**config.mk**
```make
export PLATFORM = sky130hd
export DESIGN_NAME = swb_master
export DESIGN_NICKNAME = d
export VERILOG_FILES = /design/src/rtl/swb_pkg.sv /design/src/rtl/swb_sync.sv /design/src/rtl/swb_slot_timer.sv /design/src/rtl/swb_master.sv
export SDC_FILE = /design/constraint.sdc
export NUM_CORES = 1
export LEC_CHECK = 0
export BUFFER_PORTS_ARGS = -buffer_cell sky130_fd_sc_hd__clkbuf_2
export CAP_MARGIN = 20
export CORE_MARGIN = 4
export CORE_UTILIZATION = 59
export DETAILED_ROUTE_END_ITERATION = 8
export GPL_ROUTABILITY_DRIVEN = 0
export PLACE_DENSITY = 0.78
export SETUP_SLACK_MARGIN = 0.05
export SYNTH_ARGS = -nofsm -noshare
export SYNTH_HDL_FRONTEND = slang
export SYNTH_HIERARCHICAL = 1
export SYNTH_SLANG_ARGS = --single-unit
export TNS_END_PERCENT = 10
```
**constraint.sdc**
```tcl
create_clock -name clk -period 2.6 [get_ports clk]
set_input_delay 0.52 -clock clk [delete_from_list [all_inputs] [get_ports clk]]
set_output_delay 0.52 -clock clk [all_outputs]
set_load 0.05 [all_outputs]
```
**src/rtl/swb_pkg.sv**
```systemverilog
`timescale 1ns/1ps
// Shared definitions for the single-wire bus master.
// Assumes the two-bit operation code seen at the top-level port.
package swb_pkg;

    typedef enum logic [1:0] {
        OP_INIT = 2'b00,
        OP_READ = 2'b01,
        OP_WR0  = 2'b10,
        OP_WR1  = 2'b11
    } swb_op_e;

endpackage

```
**src/rtl/swb_sync.sv**
```systemverilog
`timescale 1ns/1ps
// Multi-flop synchronizer for the asynchronous bus line level.
// Assumes STAGES >= 2. Resets to the idle (pulled-up) level.
module swb_sync #(
    parameter int   STAGES  = 2,
    parameter logic RST_VAL = 1'b1
) (
    input  logic clk,
    input  logic rst_n,
    input  logic d,
    output logic q
);

    logic [STAGES-1:0] shreg;

    // Shift the raw level through the flop chain.
    always_ff @(posedge clk) begin
        if (!rst_n) shreg <= {STAGES{RST_VAL}};
        else        shreg <= {shreg[STAGES-2:0], d};
    end

    assign q = shreg[STAGES-1];

endmodule

```
**src/rtl/swb_slot_timer.sv**
```systemverilog
`timescale 1ns/1ps
// Cycle counter for one bus operation. A load starts it at index 0,
// and it stops itself after the cycle whose index is len-1.
// Assumes len >= 1 and that load is only raised while inactive.
module swb_slot_timer #(
    parameter int CW = 10
) (
    input  logic          clk,
    input  logic          rst_n,
    input  logic          load,
    input  logic [CW-1:0] len,
    output logic          active,
    output logic [CW-1:0] count,
    output logic          last
);

    assign last = active && (count == len - CW'(1));

    // Run state and position within the current operation.
    always_ff @(posedge clk) begin
        if (!rst_n) begin
            active <= 1'b0;
            count  <= '0;
        end else if (load) begin
            active <= 1'b1;
            count  <= '0;
        end else if (last) begin
            active <= 1'b0;
            count  <= '0;
        end else if (active) begin
            count  <= count + CW'(1);
        end
    end

endmodule

```
**src/rtl/swb_master.sv**
```systemverilog
`timescale 1ns/1ps
// Master controller for a single open-drain bus line with an external pullup.
// It runs one fixed-length operation per accepted command: an initialization
// pulse with a presence sample, or a one-bit write or read slot.
// Assumes: all T_* values are clock cycles; T_MSR < T_SLOT+T_REC;
// T_RSTL+T_FCOMP+T_MSP < total init length. Sample indices include
// the two-cycle line synchronizer latency.
module swb_master
    import swb_pkg::*;
#(
    parameter int T_RSTL  = 480,
    parameter int T_FCOMP = 2,
    parameter int T_RSTH  = 480,
    parameter int T_MSP   = 70,
    parameter int T_W1L   = 6,
    parameter int T_W0L   = 60,
    parameter int T_RL    = 6,
    parameter int T_MSR   = 12,
    parameter int T_SLOT  = 70,
    parameter int T_REC   = 5
) (
    input  logic       clk,
    input  logic       rst_n,
    input  logic       cmd_start,
    input  logic [1:0] cmd_op,
    output logic       busy_o,
    output logic       done_o,
    output logic       presence_o,
    output logic       rd_bit_o,
    input  logic       line_i,
    output logic       drive_low_o
);

    localparam int INIT_LOW   = T_RSTL + T_FCOMP;
    localparam int INIT_TOTAL = INIT_LOW + T_RSTH;
    localparam int INIT_SAMP  = INIT_LOW + T_MSP;
    localparam int BIT_TOTAL  = T_SLOT + T_REC;
    localparam int MAX_TOTAL  = (INIT_TOTAL > BIT_TOTAL) ? INIT_TOTAL : BIT_TOTAL;
    localparam int CW         = $clog2(MAX_TOTAL + 1);

    swb_op_e       op_q;
    logic          accept;
    logic          active;
    logic          last;
    logic [CW-1:0] count;
    logic [CW-1:0] low_len;
    logic [CW-1:0] total_len;
    logic          line_s;
    logic          done_q;
    logic          pres_q;
    logic          rd_q;

    assign accept = cmd_start && !active;

    swb_sync #(.STAGES(2), .RST_VAL(1'b1)) u_sync (
        .clk   (clk),
        .rst_n (rst_n),
        .d     (line_i),
        .q     (line_s)
    );

    swb_slot_timer #(.CW(CW)) u_timer (
        .clk    (clk),
        .rst_n  (rst_n),
        .load   (accept),
        .len    (total_len),
        .active (active),
        .count  (count),
        .last   (last)
    );

    // Latch the operation code when a command is accepted.
    always_ff @(posedge clk) begin
        if (!rst_n)      op_q <= OP_INIT;
        else if (accept) op_q <= swb_op_e'(cmd_op);
    end

    // Pick the low time and slot length of the latched operation.
    always_comb begin
        case (op_q)
            OP_INIT: begin low_len = CW'(INIT_LOW); total_len = CW'(INIT_TOTAL); end
            OP_WR1:  begin low_len = CW'(T_W1L);    total_len = CW'(BIT_TOTAL);  end
            OP_WR0:  begin low_len = CW'(T_W0L);    total_len = CW'(BIT_TOTAL);  end
            default: begin low_len = CW'(T_RL);     total_len = CW'(BIT_TOTAL);  end
        endcase
    end

    // Issue the done pulse in the cycle after the last busy cycle.
    always_ff @(posedge clk) begin
        if (!rst_n) done_q <= 1'b0;
        else        done_q <= last;
    end

    // Capture the presence answer at the configured instant of an initialization.
    always_ff @(posedge clk) begin
        if (!rst_n)
            pres_q <= 1'b0;
        else if (active && op_q == OP_INIT && count == CW'(INIT_SAMP))
            pres_q <= !line_s;
    end

    // Capture the read bit at the configured instant of a read slot.
    always_ff @(posedge clk) begin
        if (!rst_n)
            rd_q <= 1'b0;
        else if (active && op_q == OP_READ && count == CW'(T_MSR))
            rd_q <= line_s;
    end

    assign drive_low_o = active && (count < low_len);
    assign busy_o      = active;
    assign done_o      = done_q;
    assign presence_o  = pres_q;
    assign rd_bit_o    = rd_q;

endmodule

```
Word-level counts from Yosys, hierarchy flattened. Cells that the tools add are included.

$add $sub $neg: 2. Multiply operators: 0. Div/mod/pow operators: 0. Magnitude comparators: 1. Equality and inequality tests: 5. Shift operators: 0. Multiplexer cells: 4. Bitwise logic cells: 1. Reductions and logical operators: 12.

Operators by type and width (number): $pmux W9 S2 (1); $add A10 B1 Y10 const B (1); $eq A10 B10 Y1 (1); $eq A10 B10 Y1 const B (1); $eq A10 B4 Y1 const B (1); $lt A10 B10 Y1 (1); $mux W10 (1); $sub A10 B1 Y10 const B (1); $logic_and A1 B1 Y1 (7); $reduce_or A3 Y1 (1); $eq A2 B1 Y1 const B (1); $eq A2 B2 Y1 const B (1); $logic_not A1 Y1 (2); $logic_not A2 Y1 (1); $mux W1 (2); $reduce_bool A2 Y1 (1); $not A1 Y1 (1).

Flip-flop bits (word level): 18. Bits in latches: 0. RAM bits: 0. Bits in read-only memories: 0. Input bits: 6. Output and inout port bits: 5. Logic and storage cells: 32. Memories: 0.

Longest topological paths before layout.
Depth in word-level cells: 7. Gate-level depth with buffers: 11. Depth with buffers taken out: 9.

By module. The synthesis kept the hierarchy.

By module, submodules not included: swb_slot_timer (times used 1, cells each 124, area each 996.0 um^2, seq. area each 220.2 um^2); swb_master (times used 1, cells each 51, area each 426.7 um^2, seq. area each 100.1 um^2); swb_sync (times used 1, cells each 4, area each 52.6 um^2, seq. area each 40.0 um^2).

Worst setup path after synthesis. No wires, ideal clock.

Path type: register -> output. Start point: reg op_q[1]. End point: out drive_low_o. Data arrival time: 2.283 ns. Data required time: 2.080 ns. Slack: -0.203 ns. Cell stages (with the launch flop): 5. Buffers on the path: 0. Path through: dfxtp_1 > or2_2 > ha_1 > o21a_1 > o32ai_1.

Cells in the longest elaborated chain, start to end: 4. Elaborated cells on any way between the ends: 5. Classes of those cells: 1 x order compare; 1 x eq/ne; 1 x mux; 2 x reduce/logical.

Ends and longest elaborated chain: start, declared (RTL line swb_master.sv:41) `swb_op_e op_q;`; start signal, assigned (RTL line swb_master.sv:75) `else if (accept) op_q <= swb_op_e'(cmd_op);`; $eq A2 B2 Y1 / $logic_not A2 Y1 (equally long branches) (RTL line swb_master.sv:80) `case (op_q)`; $pmux W9 S2 * (RTL line swb_master.sv:80); $lt A10 B10 Y1 * (RTL line swb_master.sv:110) `assign drive_low_o = active && (count < low_len);`; $logic_and A1 B1 Y1 * (RTL line swb_master.sv:110); end, declared (RTL line swb_master.sv:31) `output logic drive_low_o`.

Every way passes the cells marked *; elsewhere a longest branch is shown, timed or not.

Worst setup path after layout. Same ends and word-level chain as after synthesis.

==> out/results.ini <==
[power_and_ir_drop]
vdd_drop_max_v=0.000345
powerDensity_mw_per_mm2=337
power_leakage_nw=0.722

[worst_setup_path]
cp.required_ps=2080
crit_fanout=14
r2r-start=op_q[1]
r2r_slack_ps=300
end_kind=output port
crit_type=flip-flop to output port
crit_start=op_q[1]
startpoint_type=flip-flop
critical_path_arrival_ps=1940
rr_worst_depth=8
r2r-end=u_timer/active
crit_end=drive_low_o

[sta]
finalCriticalPeriod_ps=2460
report.final.slew_viol_count=0
timing.final.crit_share=0.945
rsz0062_at_grt=false
fmax_ghz=0.407
hold_viol_final=0
setup_tns_ps=0
max_slew_margin=0.563
finalSetupViolations=0
skew_ps=4.07
worstMarginPinSlew_ps=654

[cells_and_area]
layout-drive-gt1-share=0.205
fillers=177
final_nets=232
antenna_cells_inserted=0
stdcell_area_mm2=0.00172
syn2layout_area_growth_pct=16.8

[run]
maxCapViolCount=0

[die]
initial_core_util=0.642
pin_count=11
rows=17
die_h_um=58
die_x_um=58
core_mm2=0.00230
dieArea_mm2=0.00336

[synth]
synth_edf_count=0
netlist_area_mm2=0.00148
synth_seq_area_share=0.244
synth_area_leaders=dfxtp_1 (24%), xnor2_1 (7.7%), ha_1 (7.6%)
ys_ff_latch=18
async_reset_ff_frac=0
synth_ff_type=dfxtp_1
post_synth_num_cell_types=52
synth_cells=179
yosysWarnings=6
yosys.area.top_type=dfxtp_1
yosysMostFrequentCell=dfxtp_1
postSynthAreaPerCell_um2=8.24
yosys.area.top_type_share=0.244
synth_common_cells=dfxtp_1 (18), nand2_1 (17), xnor2_1 (13)

[clock_network]
clock_path_buffers=2
numCtsBuffers=3
postCtsSetupBuffers=0
clockRootBuffer=clkbuf_4
clk_latency_ps=290
tritoncts=built
cts_sinks=18
clk_pin_slew_worst_paths_ps=90
htree_num_levels=1

[global_routing]
grt_pass1_vias=1294
grt_max_degree=15
grt-busiest-layer=met2
grt_overflow=0
grt_pass1_wl_mm=5.78
antenna_found_initial=0
grt_usage=0.224
grt_use_met2=0.405
met3_usage=0.0490
gr-usage-met1=0.265

[worst_hold_path]
hold_class=input port to flip-flop

[route]
drtPass1Iterations=4
wire_per_inst_um=14.3
antenna_left=0
drtIter0Drc=49
drc=0
wl_mm=3.48
vias=1386
via_per_inst=5.70

[placed_design]
io_buffers=10
dpl_cell_area_mm2=0.00168
dp_hpwl_mm=2.73

[run_status]
status=complete, no violations

report_power, final:
part           leakage [nW]  internal [mW]  switching [mW]
sequential            0.147          0.282         0.00686
combinational         0.561         0.0619          0.0929
clock                0.0138         0.0540          0.0832
flip-flops by register name, summed over array words and instances, names as in the netlist:
signal	count
op_q	2
u_sync/shreg	2
done_o	1
u_timer/active	1
u_timer/count	10
presence_o	1
rd_bit_o	1
timing repair:
item                                    4_1_cts  5_1_grt
hold buffers                                  0        0
endpoints found under the setup margin        1        1
resized for setup                             2        6
pin swaps                                     0        2
how the worst min path moves through the flow:
stage               cells past startpoint       startpoint  slack, ps               to
floorplan                               1  u_sync/shreg[0]        390  u_sync/shreg[1]
global placement                        1  u_sync/shreg[0]        390  u_sync/shreg[1]
detailed placement                      1  u_sync/shreg[0]        410  u_sync/shreg[1]
CTS                                     2           line_i        400  u_sync/shreg[0]
global route                            2           line_i        400  u_sync/shreg[0]
finish                                  2           line_i        410  u_sync/shreg[0]
cell type report:
| type | instances | area [um^2] | area share |
|---|---|---|---|
| clock buffer | 3 | 22.5 | 0.0131 |
| tap | 28 | 35.0 | 0.0203 |
| sequential | 18 | 363 | 0.211 |
| timing repair buffer | 18 | 123 | 0.0712 |
| inverter | 9 | 33.8 | 0.0196 |
| multi-input combinational | 167 | 1150 | 0.665 |
routing by layer:
layer,vias to the layer above,share of wire,routed length [um]
met3,6,0.046,161
met1,662,0.44,1520
met2,33,0.51,1760
li1,685,-,-
met5,-,0,0
met4,0,0.011,37
layout by cell type, fill, tap and decap left out, types with 7 or more instances in the layout:
cell	n
conb_1	26
nand2_1	17
dfxtp_1	16
xnor2_1	13
a21oi_2	10
inv_1	9
clkbuf_2	9
nand3_1	8
ha_1	8
buf_4	7
xor2_1	7
cells by family (layout without fill, tap and decap cells):
logic type                 Yosys count  after routing  share of synthesized area
AOI/OAI and AO/OA                   33             33                      0.181
xor gates and xnor gates            20             20                      0.119
adders and majority gates            9              9                     0.0763
buffers and inverters               18             30                     0.0551
DFF                                 18             18                      0.244
muxes                                4              4                     0.0280
other                                2             26                    0.00509
and+or+nand+nor                     75             75                      0.292
per-stage QoR:
step / hold slack (ps) / utilization / power, mW / cells / setup WS [ps]
after floorplan: 386 / - / 0.409 / 203 / 292
after global placement: 388 / 0.730 / 0.433 / 240 / 381
after detailed placement: 409 / 0.730 / 0.439 / 240 / 328
after CTS: 401 / 0.743 / 0.577 / 243 / 65.0
after global routing: 404 / 0.750 / 0.614 / 243 / 30.8
final: 407 / 0.750 / 0.581 / 243 / 142
critical path, cell delays in order (launching register included):
cell and delay, ps:
dfxtp_2 340, or2_1 250, buf_6 170, inv_1 70
ha_1 210, o211ai_1 90, a21oi_1 110, o32ai_2 160
clkbuf_8 240
Power figures use the tool's default switching activity.
